[src/rtl/trig_evt_pkg.sv]
package trig_evt_pkg;

   typedef enum logic [1:0] {
      MODE_CIRC   = 2'd0,
      MODE_SWFIFO = 2'd1,
      MODE_HWFIFO = 2'd2,
      MODE_RSVD   = 2'd3
   } cap_mode_e;

   typedef enum logic [1:0] {
      DET_IDLE  = 2'd0,
      DET_COUNT = 2'd1,
      DET_DONE  = 2'd2
   } det_state_e;

endpackage

[src/rtl/trig_edge_sync.sv]
// Optional synchronizer followed by a rising-edge detector on the trigger pin.
module trig_edge_sync #(
   parameter int SYNC_STAGES = 0
) (
   input  logic clk,
   input  logic rst_n,
   input  logic trig_in,
   output logic rise_o
);

   if (SYNC_STAGES < 0) begin : g_bad_stages
      $error("trig_edge_sync: SYNC_STAGES must not be negative");
   end

   logic lvl;
   logic lvl_q;

   if (SYNC_STAGES == 0) begin : g_direct
      assign lvl = trig_in;
   end else begin : g_sync
      logic [SYNC_STAGES-1:0] sr;
      always_ff @(posedge clk or negedge rst_n) begin
         if (!rst_n) begin
            sr <= '0;
         end else begin
            sr[0] <= trig_in;
            for (int i = 1; i < SYNC_STAGES; i++) begin
               sr[i] <= sr[i-1];
            end
         end
      end
      assign lvl = sr[SYNC_STAGES-1];
   end

   always_ff @(posedge clk or negedge rst_n) begin
      if (!rst_n) lvl_q <= 1'b0;
      else        lvl_q <= lvl;
   end

   assign rise_o = lvl & ~lvl_q;

endmodule

[src/rtl/trig_cause_detect.sv]
// Merges the pin edge and the in-band trigger ID into a single cause strobe.
module trig_cause_detect #(
   parameter int              ID_W    = 7,
   parameter logic [ID_W-1:0] TRIG_ID = 7'h7D
) (
   input  logic            pin_rise,
   input  logic            beat_valid,
   input  logic [ID_W-1:0] beat_id,
   output logic            cause_o
);

   if (ID_W < 1) begin : g_bad_id
      $error("trig_cause_detect: ID_W must be at least 1");
   end

   logic id_hit;

   always_comb begin
      id_hit  = beat_valid && (beat_id == TRIG_ID);
      cause_o = pin_rise || id_hit;
   end

endmodule

[src/rtl/trig_word_counter.sv]
// Arms on the first cause of a session and counts committed words to the target.
module trig_word_counter
   import trig_evt_pkg::*;
#(
   parameter int CNT_W = 16
) (
   input  logic             clk,
   input  logic             rst_n,
   input  logic             active,
   input  logic             cause,
   input  logic             mem_wr,
   input  logic [CNT_W-1:0] target,
   output logic             event_o
);

   if (CNT_W < 1) begin : g_bad_cnt
      $error("trig_word_counter: CNT_W must be at least 1");
   end

   det_state_e       st;
   logic [CNT_W-1:0] cnt;
   logic [CNT_W-1:0] cnt_inc;
   logic             evt_q;

   assign cnt_inc = cnt + 1'b1;

   always_ff @(posedge clk or negedge rst_n) begin
      if (!rst_n) begin
         st    <= DET_IDLE;
         cnt   <= '0;
         evt_q <= 1'b0;
      end else begin
         evt_q <= 1'b0;
         if (!active) begin
            st  <= DET_IDLE;
            cnt <= '0;
         end else begin
            unique case (st)
               DET_IDLE: begin
                  if (cause) begin
                     cnt <= '0;
                     if (target == '0) begin
                        evt_q <= 1'b1;
                        st    <= DET_DONE;
                     end else begin
                        st <= DET_COUNT;
                     end
                  end
               end
               DET_COUNT: begin
                  if (mem_wr) begin
                     cnt <= cnt_inc;
                     if (cnt_inc == target) begin
                        evt_q <= 1'b1;
                        st    <= DET_DONE;
                     end
                  end
               end
               DET_DONE: begin
                  st <= DET_DONE;
               end
               default: begin
                  st <= DET_IDLE;
               end
            endcase
         end
      end
   end

   assign event_o = evt_q;

endmodule

[src/rtl/trig_event_detect.sv]
module trig_event_detect
   import trig_evt_pkg::*;
#(
   parameter int              CNT_W       = 16,
   parameter int              ID_W        = 7,
   parameter logic [ID_W-1:0] TRIG_ID     = 7'h7D,
   parameter int              SYNC_STAGES = 0
) (
   input  logic             clk,
   input  logic             rst_n,
   input  logic             capt_en,
   input  logic [1:0]       mode,
   input  logic             trig_in,
   input  logic             beat_valid,
   input  logic [ID_W-1:0]  beat_id,
   input  logic             mem_wr,
   input  logic [CNT_W-1:0] word_count,
   output logic             event_o
);

   logic pin_rise;
   logic cause;
   logic active;

   assign active = capt_en && (cap_mode_e'(mode) == MODE_CIRC);

   trig_edge_sync #(
      .SYNC_STAGES(SYNC_STAGES)
   ) u_edge (
      .clk    (clk),
      .rst_n  (rst_n),
      .trig_in(trig_in),
      .rise_o (pin_rise)
   );

   trig_cause_detect #(
      .ID_W   (ID_W),
      .TRIG_ID(TRIG_ID)
   ) u_cause (
      .pin_rise  (pin_rise),
      .beat_valid(beat_valid),
      .beat_id   (beat_id),
      .cause_o   (cause)
   );

   trig_word_counter #(
      .CNT_W(CNT_W)
   ) u_cnt (
      .clk    (clk),
      .rst_n  (rst_n),
      .active (active),
      .cause  (cause),
      .mem_wr (mem_wr),
      .target (word_count),
      .event_o(event_o)
   );

endmodule

[config.mk]
export PLATFORM = sky130hd
export DESIGN_NAME = trig_event_detect
export DESIGN_NICKNAME = d
export VERILOG_FILES = /design/src/rtl/trig_evt_pkg.sv /design/src/rtl/trig_edge_sync.sv /design/src/rtl/trig_cause_detect.sv /design/src/rtl/trig_word_counter.sv /design/src/rtl/trig_event_detect.sv
export SDC_FILE = /design/constraint.sdc
export NUM_CORES = 1
export LEC_CHECK = 0
export ABC_CLOCK_PERIOD_IN_PS = 3670
export BUFFER_PORTS_ARGS = -buffer_cell sky130_fd_sc_hd__buf_2
export CORE_MARGIN = 3
export CORE_UTILIZATION = 55
export CTS_CLUSTER_DIAMETER = 40
export DETAILED_ROUTE_END_ITERATION = 8
export PLACE_DENSITY = 0.79
export SKIP_CTS_REPAIR_TIMING = 1
export SLEW_MARGIN = 10
export SYNTH_ARGS = -nofsm -noshare
export SYNTH_HDL_FRONTEND = slang
export SYNTH_SLANG_ARGS = --single-unit
[constraint.sdc]
create_clock -name clk -period 3.67 [get_ports clk]
set_clock_uncertainty 0.2 [all_clocks]
set_input_delay 0.1835 -clock clk [delete_from_list [all_inputs] [get_ports clk]]
set_output_delay 0.1835 -clock clk [all_outputs]
set_load 0.01 [all_outputs]
Yosys cells after proc, flatten, opt, wreduce, memory -nomap -nowiden
Cells that the tools add are included.
{"block": "classes", "addsub": 1, "n_eq_ne": 8, "n_mux": 16, "bitwise_logic": 2, "n_reduce_logical": 8}
{"op": "2-to-1 mux 16 bit", "n": 3}
{"op": "case mux 16 bit (2 select lines)", "n": 1}
{"op": "adder 16 x 1 -> 16 bit (second input constant)", "n": 1}
{"op": "== test 16 bit", "n": 1}
{"op": "zero test 16 bit", "n": 1}
{"op": "inequality test 3 bit (second input constant)", "n": 4}
{"op": "2-to-1 mux 2 bit", "n": 5}
{"op": "== test 7 bit (second input constant)", "n": 1}
{"op": "case mux 2 bit (3 select lines)", "n": 1}
{"op": "AND reduction 3 bit", "n": 2}
{"op": "2-to-1 mux 1 bit", "n": 5}
{"op": "zero test 2 bit", "n": 2}
{"op": "== test 2 x 1 -> 1 bit (second input constant)", "n": 1}
{"op": "== test 2 bit (second input constant)", "n": 1}
{"op": "logical AND 1 bit", "n": 2}
{"op": "case mux 1 bit (2 select lines)", "n": 1}
{"op": "AND 1 bit", "n": 1}
{"op": "logical OR 1 bit", "n": 1}
{"op": "NOT 1 bit", "n": 1}
{"block": "totals", "register_bits": 20, "inputBits": 31, "wordCells": 39}

Longest topological paths before layout
Gate-level depths: netlist (run 1).
{"block": "logic_depth", "depth_word": 6, "ltp_mapped": 9}

Cells and area by module
Synthesis (run 1) repeated with hierarchy kept, for this count alone.
{"block": "unflattened", "hier_cells": 211, "hier_area_um2": 1747.9}
{"module": "trig_word_counter", "n_inst": 1, "cells_each": 205, "area_per_inst_um2": 1670.4, "seq_area_each_um2": 475.5}
{"module": "trig_edge_sync", "n_inst": 1, "cells_each": 2, "area_per_inst_um2": 38.8, "seq_area_each_um2": 25.0}
{"module": "trig_cause_detect", "n_inst": 1, "cells_each": 3, "area_per_inst_um2": 26.3, "seq_area_each_um2": 0.0}
{"module": "trig_event_detect", "n_inst": 1, "cells_each": 1, "area_per_inst_um2": 12.5, "seq_area_each_um2": 0.0}

Worst setup path after synthesis (run 1)
Ideal clock, no wire load.
{"block": "synth_path", "path_kind": "flip-flop to flip-flop", "startpoint": "reg u_cnt.cnt[0]", "endpoint": "reg u_cnt.st[0]", "arrival_time_ns": 2.399, "path_slack_ns": 0.992, "path_stages_with_launch": 9, "path_buffers": 0, "period_less_slack_ns": 2.678, "path_cell_list": "dfrtp_1 -> ha_1 -> nand3_4 -> or4_4 -> o31ai_1 -> o21ai_0 -> or3_1 -> o22ai_2 -> mux2i_1"}
{"block": "synth_between", "elab_chain_len": 4}
{"item": "start: declaration", "line": "trig_word_counter.sv:21", "source": "logic [CNT_W-1:0] cnt;"}
{"item": "start signal: assignment", "line": "trig_word_counter.sv:52", "source": "cnt <= cnt_inc;"}
{"item": "adder 16 x 1 -> 16 bit", "line": "trig_word_counter.sv:25", "source": "assign cnt_inc = cnt + 1'b1;"}
{"item": "== test 16 bit", "line": "trig_word_counter.sv:53", "source": "if (cnt_inc == target) begin"}
{"item": "inequality test 3 bit (no line)"}
{"item": "AND reduction 3 bit (no line)"}
{"item": "end signal: assignment", "line": "trig_word_counter.sv:29", "source": "st <= DET_IDLE;"}
{"item": "end signal: assignment", "line": "trig_word_counter.sv:55", "source": "st <= DET_DONE;"}
{"item": "end signal: assignment", "line": "trig_word_counter.sv:60", "source": "st <= DET_DONE;"}
{"item": "end: declaration", "line": "trig_word_counter.sv:20", "source": "det_state_e st;"}
Every way passes these cells.
A chain may end at the register's enable or synchronous reset.

Worst setup path after layout (run 1)
{"block": "layout_path", "startpoint": "reg u_cnt.cnt[0]", "endpoint": "reg u_cnt.st[1]"}
The elaborated chain is that of the path after synthesis.

==> metrics.cfg, run 1 <==
[worst_setup_path]
rr_startpoint=u_cnt.cnt[0]$_DFFE_PN0P_
worstSetupStartpointType=register
cpPeakStageDelay_ns=0.57
cpMaxStageDelayCell=or4_4
r2r_slack_ns=0.66
critPathLaunch=u_cnt.cnt[0]$_DFFE_PN0P_
r2r_cells=8
cp_cell_sequence=ha_1 -> nand3_4 -> or4_4 -> o31ai_1 -> o21ai_0 -> or3_1 -> o22ai_2 -> mux2i_1
worstPathMaxFanout=8
cp.required_ns=3.71
cp.arrival_ns=3.05
setup.worst_path.end_class=register
critical_path_class=register to register
path_buf_inv=0
endpoint=u_cnt.st[1]$_DFFE_PN0P_
path_depth=8
timing.rr.end=u_cnt.st[1]$_DFFE_PN0P_
crit_family=simple AND/OR/NAND/NOR gates

[run]
cap_violations=0

[routing]
dr.pass1.iters=4
wirelength_um=4408
vias_per_cell=6.594
drtIter0Drc=143
postRouteAntennaNets=0
wl_per_cell_um=16.89
drc=0
vias=1721

[logic_synthesis]
seq_area_frac_synth=0.2943
synth-edff-count=0
yosysTopAreaCellShare=0.2943
synth_top_family_by_area=simple AND/OR/NAND/NOR gates
synthSimpleGateAreaFrac=0.2899
postSynthAreaPerCell_um2=8.418
synth_compound_area_frac=0.2038
syn_area_um2=1700
synth_xor_area_frac=0.1082
synth_area_leaders=dfrtp_1 (29%), xnor2_1 (6.7%), o21ai_0 (6.5%)
synthMuxAreaShare=0.01840
synthCells=202
postSynthNetCount=237
synth_adder_area_share=0.02943
ys_warn_count=0
synth.distinct_cells=45
ys.flop_type=dfrtp_1
synthArstFlopShare=1.000
synth_largest_area_cell=dfrtp_1
ys_ff_latch=20

[sta]
finalCritPeriodShare=0.8207
fin_hold_ws_ns=0.09627
worst_slack_ns=0.6579
relSlewSlack=0.3889
period_needed_ns=3.012
max_freq_mhz=332.0
hold_viol=0
worst_pin_slew_ns=0.9167
maxSlewViolCount=0
setup_violations=0
setup_tns_ns=0
rsz0062_at_grt=no

[grt]
grt-ovfl-total=0
grt_pass1_wl_um=7120
grt_max_degree=31
antenna_found_initial=0
grt_use_total=0.2479
grt_pass1_vias=1594

[placement]
pre_cts_ws_ns=0.6817
hpwl_um=3336
gp_congestion=0.8729
port-buffer-count=31
dpl_cell_area_um2=1818
dp.cells=253

[clocking]
cts_buffers=3
clk_latency_ns=0.32
cts_tree=built
root_buffer=clkbuf_4
htree_levels=1
clkSlewWorstSetupHoldPaths_ns=0.13
cts.path.max_buffers=2
cts.sinks=20

[floorplan]
dieArea_um2=3795
die_h_um=61.60
start_util=0.5961
coreArea_um2=2853
io_pins=32
row_count=19
die_w_um=61.60

[finish]
drive_gt1_frac=0.1870
layout_common_cells=buf_2 (31), nand2_1 (22), o21ai_0 (22), dfrtp_1 (20), xnor2_1 (13)
fin_util=0.6640
nets=266
layout_commonest_cell=buf_2
final_area_um2=1894
syn2layout_area_growth_pct=11.41
num_antenna_cells=0
fill_cells=244
final_cells=261

[status]
status=completed

[hold_path]
hold_path_class=input port to register

[pwr]
ir_drop_uv=169.7
p_total_mw=0.4227
p_per_area_nw_per_um2=223.1
p_leak_nw=0.7842

state kept, by name, indices dropped and copies added (netlist names):
register / cells
u_cnt.cnt: 16
u_cnt.st: 2
u_edge.lvl_q: 1
u_cnt.event_o: 1
cell families after synthesis:
logic type,count (synthesis)
XOR/XNOR,21
AO/OA/AOI/OAI,54
multiplexers,3
adder cells (fa/ha/maj),4
flip-flops,20
buffers and inverters,16
AND/OR/NAND/NOR,84
tightest hold or removal path, stage by stage:
cell and delay (ns):
buf_2 0.09, nand4_1 0.06, o22ai_1 0.10, nand2_1 0.08, a21oi_1 0.06
worst min-delay path by stage:
stage,start,endpoint,slack (ns),depth (start not counted)
2_1_floorplan,rst_n,u_cnt.cnt[0]$_DFFE_PN0P_,-0.31,0
3_3_place_gp,rst_n,u_cnt.cnt[8]$_DFFE_PN0P_,-0.04,1
3_5_place_dp,rst_n,u_cnt.cnt[8]$_DFFE_PN0P_,-0.03,1
4_1_cts,rst_n,u_cnt.cnt[13]$_DFFE_PN0P_,-0.37,1
5_1_grt,beat_id[1],u_cnt.event_o$_DFF_PN0_,0.13,5
6_report,beat_id[4],u_cnt.event_o$_DFF_PN0_,0.1,5
cell usage after synthesis (all sizes together), types with 2 or more instances:
cell	n
o41ai	4
ha	4
a21oi	4
o21ai	23
clkbuf	9
nor3	7
o22ai	2
buf	2
nand3	10
inv	5
dfrtp	20
nor4	5
xor2	8
o21a	3
nand4b	2
or4	4
nor2	8
nor2b	3
or3	2
nand4	9
a31oi	3
o31ai	11
and2	2
o211ai	2
and4	2
and3	5
xnor2	13
mux2i	2
nand2	22
where the power goes:
part,internal (mW),switching (mW)
registers,0.221,0.000567
logic,0.0290,0.0335
clock network,0.0607,0.0777
cell type report:
class / count / area [um^2] / area share
timing repair buffer: 35 / 195.2 / 0.1030
multi-input combinational: 166 / 1105 / 0.5832
sequential: 20 / 500.5 / 0.2642
inverter: 5 / 18.77 / 0.009908
tap: 31 / 38.79 / 0.02048
clock buffer: 4 / 36.28 / 0.01915
metal layers:
metal  vias up  part of all wire  GRT usage
met2        72              0.50     0.4230
met1       829              0.43     0.3350
met3         6             0.068    0.02725
met4         0            0.0091    0.05758
met5         -                 0          0
li1        814                 -          -
No activity file was read; power rests on OpenSTA's default activity.
==> run 2: changes to the inputs <==
Settings changed: ABC_CLOCK_PERIOD_IN_PS 3670 to 2600, CORE_UTILIZATION 55 to 50, PLACE_DENSITY 0.79 to 0.76.
Clock period 3.67 ns to 2.6 ns, I/O delays scaled along.
==> run 2 against run 1 <==
Effect of this change:
- the run now ends with setup timing left
- global-route usage is 3.8 points lower
- via count is 0.35% lower
- die area is 9.0% higher
- critical path depth stayed put
- fmax is 14% higher
- wire length is 0.70% lower
- first-iteration DRC count is 22% higher
- design area is 10% higher
- cell count is 12% higher
- register-to-register slack worse by 0.69 ns
- sequential power is 41% higher
- critical endpoint is now u_cnt.st[0]$_DFFE_PN0P_
- largest cell class unchanged
==> metrics.cfg, run 2 (synthesis gave the netlist of run 1 again) <==
[clocking]
cts_tree=built
cts.sinks=20
cts_buffers=3
cts.path.max_buffers=2
clk_latency_ns=0.31
htree_levels=1
clkSlewWorstSetupHoldPaths_ns=0.10
root_buffer=clkbuf_4

[finish]
largest_reg_flops=16
layout_commonest_cell=buf_2
num_antenna_cells=0
layout_common_cells=buf_2 (31), nand2_1 (22), o21ai_0 (21), buf_4 (18), dfrtp_1 (15)
nets=285
regMostFlops=u_cnt.cnt
drive_gt1_frac=0.2823
syn2layout_area_growth_pct=23.03
fin_util=0.6635
reg_top3=u_cnt.cnt x16, u_cnt.st x2
final_cells=292

[routing]
wirelength_um=4377
postRouteAntennaNets=0
vias=1715
wl_per_cell_um=14.99
vias_per_cell=5.873
drc=0
dr.pass1.iters=4
drtIter0Drc=175

[pwr]
p_leak_nw=0.8765
ir_drop_uv=136.7
p_per_area_nw_per_um2=266.7

[worst_setup_path]
worstPathMaxFanout=6
setup.worst_path.end_class=register
cp.required_ns=2.63
cp.arrival_ns=2.67
worstSetupStartpointType=register
critical_path_class=register to register

[sta]
hold_viol=0
setup_violations=2
setup_tns_ns=-0.05832
maxSlewViolCount=0
rsz0062_at_grt=yes
worst_pin_slew_ns=0.4658
worst_slack_ns=-0.03474
max_freq_mhz=379.5
relSlewSlack=0.6895
period_needed_ns=2.635
finalCritPeriodShare=1.013

[floorplan]
coreArea_um2=3153
io_pins=32
die_w_um=64.32
row_count=20
dieArea_um2=4136
die_h_um=64.32
start_util=0.5393

[placement]
port-buffer-count=31
gp_congestion=0.8855
dp.cells=285
hpwl_um=3400

[grt]
grt-ovfl-total=0
grt_pass1_vias=1558
grt_use_total=0.2100
grt_pass1_wl_um=6955
grt_max_degree=31
antenna_found_initial=0

[hold_path]
hold_path_class=input port to register

[status]
violations=setup timing
status=finished, violations left

[run]
cap_violations=0

-- run 2: power breakdown --
part / switching [mW] / internal (mW) / total [mW]
registers: 0.000715 / 0.312 / 0.313
logic: 0.0481 / 0.0431 / 0.0912
clock network: 0.0999 / 0.0542 / 0.154
-- run 2: worst max-delay path: stages (launching register included) --
cell     delay, ns
dfrtp_2       0.46
ha_4          0.18
buf_4         0.15
nor3_1        0.18
nor3_1        0.08
or4_1         0.53
or4_4         0.44
o22ai_4       0.14
mux2i_1       0.20
-- run 2: routing by layer --
metal	wire, um	part of all wire	global-route usage	vias to the layer above
met5	0	0	0	-
met1	1975	0.45	0.2963	807
met3	262	0.060	0.01757	5
met4	36	0.0082	0.04749	0
met2	2102	0.48	0.3479	53
li1	-	-	-	850
-- run 2: final cells by class --
type,count,area [um^2]
Clock buffer,3,22.52
Fill cell,290,1061
Inverter,5,18.77
Multi-Input combinational cell,166,1139
Sequential cell,20,506.7
Tap cell,44,55.05
Timing Repair Buffer,54,350.3
-- run 2: per-stage QoR --
step	hold slack [ns]	instance area, um^2	power [mW]	setup WS, ns
finish	0.02815	2092	0.5580	-0.03474
CTS	-0.4342	2024	0.5512	-0.1181
global route	0.05927	2092	0.5854	-0.1229
detailed placement	-0.09168	2002	0.4026	-0.09756
global placement	-0.08780	2002	0.4015	-0.01040
floorplan	-0.3656	1713	0.3563	0.02401
-- run 2: path summary, 6_finish.rpt --
check                      depth (start not counted)                      start  slack, ns                         to
setup / recovery                                   8   u_cnt.cnt[1]$_DFFE_PN0P_      -0.03    u_cnt.st[0]$_DFFE_PN0P_
hold / removal                                     5                 beat_id[4]       0.03    u_cnt.event_o$_DFF_PN0_
setup reg to reg                                   8   u_cnt.cnt[1]$_DFFE_PN0P_      -0.03    u_cnt.st[0]$_DFFE_PN0P_
hold reg to reg                                    1  u_cnt.cnt[15]$_DFFE_PN0P_       0.31  u_cnt.cnt[15]$_DFFE_PN0P_
max in group asynchronous                          2                      rst_n       1.75   u_cnt.cnt[3]$_DFFE_PN0P_
min in group asynchronous                          2                      rst_n       0.08  u_cnt.cnt[10]$_DFFE_PN0P_
